==> config.mk <==
export PLATFORM = sky130hd
export DESIGN_NAME = mbus_regif
export DESIGN_NICKNAME = d
export VERILOG_FILES = /design/src/rtl/mbus_pkg.sv /design/src/rtl/mbus_sync.sv /design/src/rtl/mbus_serial_rx.sv /design/src/rtl/mbus_regfile.sv /design/src/rtl/mbus_regif.sv
export SDC_FILE = /design/constraint.sdc
export NUM_CORES = 1
export LEC_CHECK = 0
export BUFFER_PORTS_ARGS = -buffer_cell sky130_fd_sc_hd__clkbuf_2
export CAP_MARGIN = 10
export CORE_MARGIN = 10
export CORE_UTILIZATION = 55
export CTS_CLUSTER_DIAMETER = 200
export DETAILED_ROUTE_END_ITERATION = 8
export GPL_ROUTABILITY_DRIVEN = 0
export PLACE_DENSITY = 0.72
export SLEW_MARGIN = 40
export SYNTH_ARGS = -nofsm -noshare
export SYNTH_HDL_FRONTEND = slang
export SYNTH_SLANG_ARGS = --single-unit
==> constraint.sdc <==
create_clock -name clk -period 5 [get_ports clk]
set_input_delay 0.5 -clock clk [delete_from_list [all_inputs] [get_ports clk]]
set_output_delay 0.5 -clock clk [all_outputs]
set_load 0.03 [all_outputs]
==> src/rtl/mbus_pkg.sv <==
package mbus_pkg;
  localparam int unsigned DW     = 8;
  localparam int unsigned AW     = 3;
  localparam int unsigned NCTRL  = 4;
  localparam logic [AW-1:0] ADDR_DET  = 3'd4;
  localparam logic [AW-1:0] ADDR_TONE = 3'd5;

  typedef enum logic [1:0] {
    MOD_FSK  = 2'b00,
    MOD_DPSK = 2'b01,
    MOD_QAM  = 2'b10,
    MOD_TONE = 2'b11
  } mod_e;

  // True when the fast data-rate clock may drive the clock output.
  function automatic logic pick_baud_clk(input logic [DW-1:0] c0, input logic [DW-1:0] c1);
    mod_e m;
    m = mod_e'(c0[1:0]);
    return c1[7] && (m == MOD_DPSK || m == MOD_QAM);
  endfunction

  // Flag update: clear on completed detect read, but keep same-cycle arrivals.
  function automatic logic [DW-1:0] next_flags(input logic [DW-1:0] cur,
                                               input logic clr,
                                               input logic [DW-1:0] pulses);
    return (clr ? '0 : cur) | pulses;
  endfunction
endpackage

==> src/rtl/mbus_sync.sv <==
module mbus_sync #(
  parameter int unsigned W      = 4,
  parameter int unsigned STAGES = 2,
  parameter logic [W-1:0] INIT  = '0
) (
  input  logic         clk,
  input  logic         rst,
  input  logic [W-1:0] d,
  output logic [W-1:0] q
);
  logic [W-1:0] chain [STAGES];

  generate
    for (genvar s = 0; s < STAGES; s++) begin : g_stage
      always_ff @(posedge clk or posedge rst) begin
        if (rst) chain[s] <= INIT;
        else if (s == 0) chain[s] <= d;
        else chain[s] <= chain[(s == 0) ? 0 : s-1];
      end
    end
  endgenerate

  assign q = chain[STAGES-1];
endmodule

==> src/rtl/mbus_serial_rx.sv <==
module mbus_serial_rx
  import mbus_pkg::*;
(
  input  logic          clk,
  input  logic          rst,
  input  logic          active,
  input  logic          shift_evt,
  input  logic          bit_in,
  input  logic [AW-1:0] addr_in,
  output logic          wr_evt,
  output logic [AW-1:0] wr_addr,
  output logic [DW-1:0] wr_data
);
  localparam int unsigned CW = $clog2(DW);

  logic [DW-2:0] shreg;
  logic [CW-1:0] cnt;
  logic          last_bit;

  assign last_bit = (cnt == CW'(DW-1));

  always_ff @(posedge clk or posedge rst) begin
    if (rst) begin
      shreg   <= '0;
      cnt     <= '0;
      wr_evt  <= 1'b0;
      wr_addr <= '0;
      wr_data <= '0;
    end else begin
      wr_evt <= 1'b0;
      if (!active) begin
        cnt <= '0;
      end else if (shift_evt) begin
        shreg <= {shreg[DW-3:0], bit_in};
        cnt   <= last_bit ? '0 : cnt + 1'b1;
        if (last_bit) begin
          wr_evt  <= 1'b1;
          wr_addr <= addr_in;
          wr_data <= {shreg, bit_in};
        end
      end
    end
  end
endmodule

==> src/rtl/mbus_regfile.sv <==
module mbus_regfile
  import mbus_pkg::*;
(
  input  logic                clk,
  input  logic                rst,
  input  logic                wr_en,
  input  logic [AW-1:0]       wr_addr,
  input  logic [DW-1:0]       wr_data,
  input  logic [AW-1:0]       rd_addr,
  input  logic                det_clr,
  input  logic [DW-1:0]       det_in,
  output logic [DW-1:0]       rd_data,
  output logic [NCTRL*DW-1:0] ctrl_flat,
  output logic [DW-1:0]       tone_q,
  output logic                irq
);
  logic [DW-1:0] ctrl_q [NCTRL];
  logic [DW-1:0] flags_q;

  generate
    for (genvar i = 0; i < NCTRL; i++) begin : g_ctrl
      always_ff @(posedge clk or posedge rst) begin
        if (rst) ctrl_q[i] <= '0;
        else if (wr_en && wr_addr == AW'(i)) ctrl_q[i] <= wr_data;
      end
      assign ctrl_flat[i*DW +: DW] = ctrl_q[i];
    end
  endgenerate

  always_ff @(posedge clk or posedge rst) begin
    if (rst) begin
      tone_q  <= '0;
      flags_q <= '0;
    end else begin
      if (wr_en && wr_addr == ADDR_TONE) tone_q <= wr_data;
      flags_q <= next_flags(flags_q, det_clr, det_in);
    end
  end

  always_comb begin
    rd_data = '0;
    if (rd_addr < AW'(NCTRL)) rd_data = ctrl_q[rd_addr[1:0]];
    else if (rd_addr == ADDR_DET) rd_data = flags_q;
    else if (rd_addr == ADDR_TONE) rd_data = tone_q;
  end

  assign irq = |flags_q;
endmodule

==> src/rtl/mbus_regif.sv <==
module mbus_regif
  import mbus_pkg::*;
(
  input  logic          clk,
  input  logic          rst,
  input  logic          ale,
  input  logic          cs_n,
  input  logic          rd_n,
  input  logic          wr_n,
  input  logic [DW-1:0] bus_in,
  output logic [DW-1:0] bus_out,
  output logic          bus_oe,
  input  logic [DW-1:0] det_in,
  output logic          irq,
  input  logic          xtal_in,
  input  logic          baud16_in,
  output logic          clk_out
);
  // synchronized strobes: {ale, cs_n, rd_n, wr_n}
  logic [3:0] strb_s, strb_d;
  logic ale_s, cs_s, rd_s, wr_s;
  logic ale_fall, rd_rise, wr_rise;
  logic ser_mode;
  logic [AW-1:0] addr_q;
  logic cs_lat_n;
  logic par_wr, ser_wr, any_wr, det_rd_done;
  logic [AW-1:0] ser_addr, any_addr;
  logic [DW-1:0] ser_data, any_data, rd_data;
  logic [NCTRL*DW-1:0] ctrl_flat;
  logic [DW-1:0] tone_q;

  mbus_sync #(.W(4), .STAGES(2), .INIT(4'b0111)) u_sync (
    .clk(clk), .rst(rst), .d({ale, cs_n, rd_n, wr_n}), .q(strb_s)
  );

  always_ff @(posedge clk or posedge rst) begin
    if (rst) strb_d <= 4'b0111;
    else     strb_d <= strb_s;
  end

  assign {ale_s, cs_s, rd_s, wr_s} = strb_s;
  assign ale_fall = strb_d[3] && !ale_s;
  assign rd_rise  = !strb_d[1] && rd_s;
  assign wr_rise  = !strb_d[0] && wr_s;
  assign ser_mode = ale_s && !cs_s;

  always_ff @(posedge clk or posedge rst) begin
    if (rst) begin
      addr_q   <= '0;
      cs_lat_n <= 1'b1;
    end else if (ale_fall) begin
      addr_q   <= bus_in[AW-1:0];
      cs_lat_n <= cs_s;
    end
  end

  mbus_serial_rx u_ser (
    .clk(clk), .rst(rst), .active(ser_mode), .shift_evt(wr_rise),
    .bit_in(bus_in[DW-1]), .addr_in(bus_in[AW-1:0]),
    .wr_evt(ser_wr), .wr_addr(ser_addr), .wr_data(ser_data)
  );

  assign par_wr   = wr_rise && !cs_lat_n && !ser_mode;
  assign any_wr   = par_wr || ser_wr;
  assign any_addr = ser_wr ? ser_addr : addr_q;
  assign any_data = ser_wr ? ser_data : bus_in;
  assign det_rd_done = rd_rise && !cs_lat_n && !ser_mode && addr_q == ADDR_DET;

  mbus_regfile u_rf (
    .clk(clk), .rst(rst), .wr_en(any_wr), .wr_addr(any_addr), .wr_data(any_data),
    .rd_addr(addr_q), .det_clr(det_rd_done), .det_in(det_in),
    .rd_data(rd_data), .ctrl_flat(ctrl_flat), .tone_q(tone_q), .irq(irq)
  );

  assign bus_oe  = !rd_s && !cs_lat_n && !ser_mode;
  assign bus_out = bus_oe ? rd_data : '0;
  assign clk_out = pick_baud_clk(ctrl_flat[DW-1:0], ctrl_flat[2*DW-1:DW]) ? baud16_in : xtal_in;
endmodule

==> reports/results.ini, run 1 <==
[outcome]
status = completed

[logic_synthesis]
synth_xor_area_share_pct = 0.232
async_flop_share_pct = 100
synthAdderAreaFrac_pct = 0.664
synth_top_area_share_pct = 50.4
syn_area_sq_mm = 0.00377
yosys.area_share.simple_pct = 6.77
synth_ff_type = dfrtp_1
yosysWarningCount = 0
ys_ff_latch = 85
synth_fp_nets = 290
syn_avg_cell_area_sq_um = 14.3
seq_area_frac_synth_pct = 56.7
synth_largest_area_cell = dfrtp_1
synth.cells.most_frequent = dfrtp_1 (76), mux2_2 (62), nor2_1 (21)
yosysMostFrequentCell = dfrtp_1
synth_mux_area_share_pct = 29.1
synth_edf_count = 0
synth_top_family_by_area = multiplexers
synth.area.top_cells = dfrtp_1 (50%), mux2_2 (19%), dfstp_2 (6.3%)
syn_inst = 264
synth.distinct_cells = 35
synth-compound-area-share_pct = 4.81

[layout]
areaGrowthSynthToFinish_pct = 11.7
insertedDiodeCount = 0
drive_above_1_share_pct = 48.0
fillers = 530
regArea_sq_mm = 0.00214
nets = 327
multi_input_area_sq_mm = 0.00157

[grt]
grt_antenna_before_repair = 0
overflow = 0
grt_util_all_layers_pct = 15.3
grt_pass1_vias = 2315
grt_pass1_wl_microns = 12300
grt_start_max_net_pins = 51

[clocking]
cts_root_buf = clkbuf_8
hold_buffers = 0
clockBufferDepth = 2
cts_buffers = 9
path_clk_slew_ns = 0.08
cts_tree = yes
clk_latency_ns = 0.35
htree_levels = 3
ctsResizeCount = 0
cts_setup_buffers = 0
cts_sinks = 85

[critical_path]
cp_num_buf_inv = 2
required_ns = 4.50
crit_family = multiplexers
endpoint_kind = output port
startpoint_type = flop
cp_slowest_stage_delay_ns = 0.56
r2r_slack_ns = 2.79
path_class = flop to output port
arrival_ns = 2.10
crit_path_top_delay_cell = mux4_2
crit_path_cell_trace = buf_4, mux4_2, a21oi_1, nor2_1, clkbuf_2
crit_fanout = 16

[route]
wl_per_cell_microns = 19.3
drt_pass1_iterations = 4
vias = 2182
vias_per_cell = 5.68
remaining_drc_errors = 0
wirelength_microns = 7400
drtIter0Drc = 82
ant_nets = 0

[floorplanning]
die_x_microns = 103
initial_utilization_pct = 56.1
die-area_sq_mm = 0.0106
rows = 30
pin_count = 35
die_y_microns = 103
coreArea_sq_mm = 0.00672

[sta]
final-setup-viol-count = 0
period_minus_slack_ns = 2.60
hold_slack_ns = 0.180
final.period_utilization_pct = 51.9
setup-tns-final_ns = 0
fmax_mhz = 385
fin_skew_ns = 0.00645
slew_headroom_pct = 49.9
setup_ws_ns = 2.40
rsz0062_at_grt = false
hold_violations = 0
drv_slew = 0
worst_pin_slew_ns = 0.749

[placement]
hpwl_microns = 5150
io_buffers = 34
post-place-ws_ns = 2.77

[hold_path]
min_path_type = input port to async pin

[power]
ir_drop_uv = 171
powerDensity_mw_per_mm2 = 423
power.leakage_uw = 0.00191

[job]
maxCapViolCount = 0

==> worst paths after layout <==
path | startpoint | endpoint | cells after the start
setup / recovery | addr_q[0] | bus_out[0] | 5
hold / removal | rst | u_ser.shreg[4] | 2
setup reg to reg | u_ser.wr_evt | u_rf.ctrl_flat[3] | 3
hold reg to reg | u_sync.chain[7] | u_sync.q[3] | 0
max in group asynchronous | rst | u_rf.ctrl_flat[0] | 3
min in group clk | cs_n | u_sync.chain[6] | 1
==> metrics by stage <==
| step | power (uW) | utilization, % | std cells | area (sq um) |
|---|---|---|---|---|
| global placement | 1280 | 59.7 | 370 | 4010 |
| detailed placement | 1290 | 59.7 | 370 | 4010 |
| CTS | 1800 | 62.7 | 384 | 4210 |
| finish | 1780 | 62.7 | 384 | 4210 |
| global route | 1880 | 62.7 | 384 | 4210 |
| floorplan | 1200 | - | 264 | 3770 |
==> logic make-up (layout without fill, tap and decap cells) <==
| family | Yosys count | in the layout |
|---|---|---|
| flops | 85 | 85 |
| fa+ha+maj | 2 | 2 |
| xor+xnor | 1 | 1 |
| buf+inv | 14 | 54 |
| mux | 88 | 88 |
| simple gates | 50 | 50 |
| compound gates | 24 | 24 |
==> registers in the layout (all words and copies together) (netlist names) <==
register,flops
u_sync.chain,4
addr_q,3
u_ser.wr_evt,1
u_rf.flags_q,8
u_rf.tone_q,8
u_ser.cnt,3
u_sync.q,4
strb_d,3
u_ser.shreg,7
u_rf.ctrl_flat,32
u_ser.wr_addr,3
cs_lat_n,1
u_ser.wr_data,8
==> power by group <==
part	switching, uW	total, uW	leakage [uW]	internal [uW]
logic	138	353	0.000796	215
clock network	229	503	0.000101	274
registers	91.9	924	0.00102	832
total	458	1780	0.00191	1320
==> metal layers <==
metal  routed length [microns]  vias to the layer above  global-route usage, %
met5                         0                        -                      0
li1                          -                     1025                      -
met4                        63                        0                   4.81
met3                       393                        6                   5.03
met2                      3510                       40                   23.6
met1                      3430                     1111                   19.9
==> placed cells by master (no fill, tap or decap), drive strengths merged, types with 2 or more instances in the layout <==
cell	n
a21o	8
a21oi	10
buf	2
bufinv	2
clkbuf	43
clkinv	4
dfrtp	76
dfstp	9
ha	2
inv	2
mux2	70
mux2i	10
mux4	8
nand2	7
nand2b	6
nand3	3
nor2	22
nor2b	3
nor4	3
o21ai	3
or3	3
==> area by class of cell <==
class / instances / share of cell area (%)
Inverter: 4 / 0.386
Tap cell: 80 / 2.38
Timing Repair Buffer: 36 / 4.40
Sequential cell: 85 / 50.8
Clock inverter: 5 / 1.84
Multi-Input combinational cell: 165 / 37.3
Clock buffer: 9 / 2.94
(Power assumes the default switching activity.)
==> run 2: changes to the inputs <==
ABC_AREA = 1   (was not set)
CORE_UTILIZATION = 53   (was 55)
clock period = 2.35 ns   (was 5 ns; I/O delays follow)
==> run 2 against run 1 <==
Via count grew 49%. Highest routed layer unchanged. Global-route usage rose by 1.7 points. Count of clock-buffer cells in the layout is 1 higher. Largest cell class unchanged. First-iteration DRC count grew to 2.5 times the previous value.
==> reports/results.ini, run 2 <==
[logic_synthesis]
synth_largest_area_cell = dfrtp_1
synth_edf_count = 0  ; unchanged
synth-compound-area-share_pct = 5.35  ; +0.54 points
synth_fp_nets = 511  ; +76%
synth.distinct_cells = 26  ; -26%
yosysWarningCount = 0  ; unchanged
yosysMostFrequentCell = nand2_1
synth_xor_area_share_pct = 0  ; -0.23 points
synth_mux_area_share_pct = 0  ; -29 points
synth_top_area_share_pct = 47.0  ; -3.4 points
async_flop_share_pct = 100  ; unchanged
synth_top_family_by_area = simple AND/OR/NAND/NOR gates
synth_ff_type = dfrtp_1
seq_area_frac_synth_pct = 52.9  ; -3.9 points
ys_ff_latch = 85  ; unchanged
synth.area.top_cells = dfrtp_1 (47%), nand2_1 (17%), nand3_1 (7.8%)
syn_inst = 485  ; +84%
synthAdderAreaFrac_pct = 0.619  ; -0.045 points
syn_avg_cell_area_sq_um = 8.34  ; -42%
yosys.area_share.simple_pct = 35.0  ; +28 points
synth.cells.most_frequent = nand2_1 (185), dfrtp_1 (76), nand3_1 (63)
syn_area_sq_mm = 0.00405  ; +7.3%

[clocking]
htree_levels = 3  ; unchanged
cts_buffers = 9  ; unchanged
clk_latency_ns = 0.37  ; +0.02 ns
clockBufferDepth = 2  ; unchanged
path_clk_slew_ns = 0.09  ; about the same
ctsResizeCount = 0  ; unchanged
cts_root_buf = clkbuf_8
cts_tree = yes
cts_sinks = 85  ; unchanged

[critical_path]
required_ns = 2.12  ; -2.38 ns
path_class = flop to output port
reg2regPathDepth = 8  ; +5
startpoint_type = flop
reg2reg_from = u_ser.wr_evt
endpoint_kind = output port
cp_slowest_stage_delay_ns = 0.65  ; +0.09 ns
crit_path_cell_trace = nor2_4, buf_12, buf_4, nand2_1, nand3_1, a21oi_1, clkbuf_2
crit_path_top_delay_cell = dfrtp_1
r2r_slack_ns = 0.61  ; -2.18 ns
crit_fanout = 16  ; unchanged
arrival_ns = 1.95  ; -0.15 ns
r2r_end = u_rf.ctrl_flat[3]

[power]
p_int_uw = 2660  ; +100%
ir_drop_uv = 470  ; +170%
power.leakage_uw = 0.00245  ; +28%
switching_power_uw = 1450  ; +220%
combinationalPowerShare_pct = 23.1  ; +3.3 points
powerDensity_mw_per_mm2 = 888  ; +110%
pwr-share-seq_pct = 51.0  ; -0.9 points
power.share.clock_pct = 25.8  ; -2.5 points
netSwitchingFraction_pct = 35.2  ; +9.5 points
p_total_uw = 4110  ; +130%

[layout]
regArea_sq_mm = 0.00214  ; unchanged
layout_common_cells = nand2_1 (185), dfrtp_1 (76), nand3_1 (63), inv_1 (38), clkbuf_2 (34)
final_common_cell = nand2_1
insertedDiodeCount = 0  ; unchanged
largest_reg_flops = 32  ; unchanged
areaGrowthSynthToFinish_pct = 14.3
multi_input_area_sq_mm = 0.00166  ; +5.7%
nets = 558  ; +71%
fillers = 617  ; +16%
drive_above_1_share_pct = 19.2  ; -29 points
final_cell_area_sq_mm = 0.00462  ; +9.8%

[hold_path]
hold_start = det_in[2]
holdPathStages = 3
min_path_type = input port to flop
hold_end = u_rf.flags_q[2]

[sta]
fin_skew_ns = 0.0103  ; +0.00390 ns
setup_ws_ns = 0.169  ; -2.24 ns
fmax_mhz = 458
hold_slack_ns = 0.0467  ; -0.133 ns
rsz0062_at_grt = false
worst_pin_slew_ns = 0.686  ; -0.0632 ns
setup-tns-final_ns = 0  ; unchanged
hold_violations = 0  ; unchanged
final.period_utilization_pct = 92.8
period_minus_slack_ns = 2.18
final-setup-viol-count = 0  ; unchanged
slew_headroom_pct = 54.0  ; +4.1 points
drv_slew = 0  ; unchanged

[floorplanning]
initial_utilization_pct = 55.2  ; -0.93 points
die_x_microns = 107  ; +4.5%
rows = 31  ; +3.3%
die_y_microns = 107  ; +4.5%
coreArea_sq_mm = 0.00733  ; +9.1%
pin_count = 35  ; unchanged
die-area_sq_mm = 0.0115  ; +9.1%

[job]
maxCapViolCount = 0  ; unchanged

[route]
ant_nets = 0  ; unchanged
wl_per_cell_microns = 14.4  ; -25%
wirelength_microns = 9140  ; +24%
m1WireLength_microns = 4020  ; +17%
wl_met3_microns = 596  ; +52%
highest_layer = met4
drtIter0Drc = 209  ; +150%
routed-wl-met2_microns = 4310  ; +23%
vias = 3260  ; +49%
vias_per_cell = 5.13  ; -9.8%
remaining_drc_errors = 0  ; unchanged
drt_pass1_iterations = 5  ; +1

[grt]
grt_pass1_vias = 3201  ; +38%
overflow = 0  ; unchanged
grt_antenna_before_repair = 0  ; unchanged
grt_pass1_wl_microns = 15600  ; +27%
grt_start_max_net_pins = 46  ; -9.8%
grt_util_all_layers_pct = 17.0  ; +1.7 points

[placement]
post-place-ws_ns = 0.550  ; -2.22 ns
hpwl_microns = 6590  ; +28%
placed_area_sq_mm = 0.00434  ; +8.3%
io_buffers = 34  ; unchanged

[outcome]
status = completed

run 2: cell types whose count changed after synthesis, moves of 6 or more:
| cell | previous run | this run |
|---|---|---|
| nand2_1 | 6 | 185 |
| mux2_2 | 62 | 0 |
| nand3_1 | 3 | 63 |
| inv_1 | 3 | 39 |
| o21ai_0 | 2 | 25 |
| nor2_1 | 21 | 9 |
| mux2i_1 | 10 | 0 |
| nand2_4 | 0 | 9 |
| a21o_1 | 8 | 0 |
| inv_2 | 0 | 8 |
| mux2_4 | 8 | 0 |
| mux4_2 | 8 | 0 |
| nand2_2 | 1 | 7 |
| nand2b_1 | 6 | 0 |
run 2: layer usage:
layer,vias up,global-route usage (%)
met2,98,26.9
met4,0,5.82
li1,1628,-
met1,1516,21.8
met5,-,0
met3,18,4.73
run 2: layout make-up:
| cell class | count | area share, % |
|---|---|---|
| timing repair buffer | 49 | 6.93 |
| multi-input combinational | 340 | 35.8 |
| clock buffer | 10 | 3.22 |
| clock inverter | 6 | 1.19 |
| sequential | 85 | 46.2 |
| tap | 99 | 2.68 |
| inverter | 47 | 3.90 |
run 2: worst max-delay path: cells and delay by family (launching register included):
family	cells	cell delay [ns]
simple gates	3	0.24
compound gates	1	0.16
buf+inv	3	0.52
flops	1	0.65
run 2: timing repair:
item / CTS / global route
endpoints found under the hold margin: 22 / 0
hold buffers: 5 / 0
endpoints found under the setup margin: 0 / 7
buffers inserted: 0 / 2
run 2: cells by family (layout without fill, tap and decap cells):
group | Yosys count | after routing
buf+inv | 60 | 112
simple gates | 295 | 295
fa+ha+maj | 2 | 2
compound gates | 43 | 43
flops | 85 | 85
run 2: how the worst max path moves through the flow:
stage | start | end | cells past startpoint
3_5_place_dp | addr_q[0] | bus_out[1] | 6
2_1_floorplan | u_sync.q[2] | bus_out[0] | 6
5_1_grt | addr_q[0] | bus_out[7] | 7
6_report | addr_q[0] | bus_out[3] | 7
3_3_place_gp | addr_q[0] | bus_out[4] | 6
4_1_cts | addr_q[0] | bus_out[4] | 6
run 2: per-stage QoR:
step,instances,util [%]
2_1_floorplan,485,-
3_3_place_gp,613,59.2
3_5_place_dp,613,59.2
4_1_cts,634,62.7
5_1_grt,636,63.1
6_report,636,63.1
run 2: power groups by stage:
| stage | combinational [uW] | sequential (uW) | clock, uW |
|---|---|---|---|
| 3_3_place_gp | 902 | 2110 | 0 |
| 2_1_floorplan | 743 | 2020 | 0 |
| 6_report | 951 | 2100 | 1060 |
| 4_1_cts | 938 | 2090 | 1080 |
| 5_1_grt | 1090 | 2150 | 1140 |
| 3_5_place_dp | 933 | 2110 | 0 |
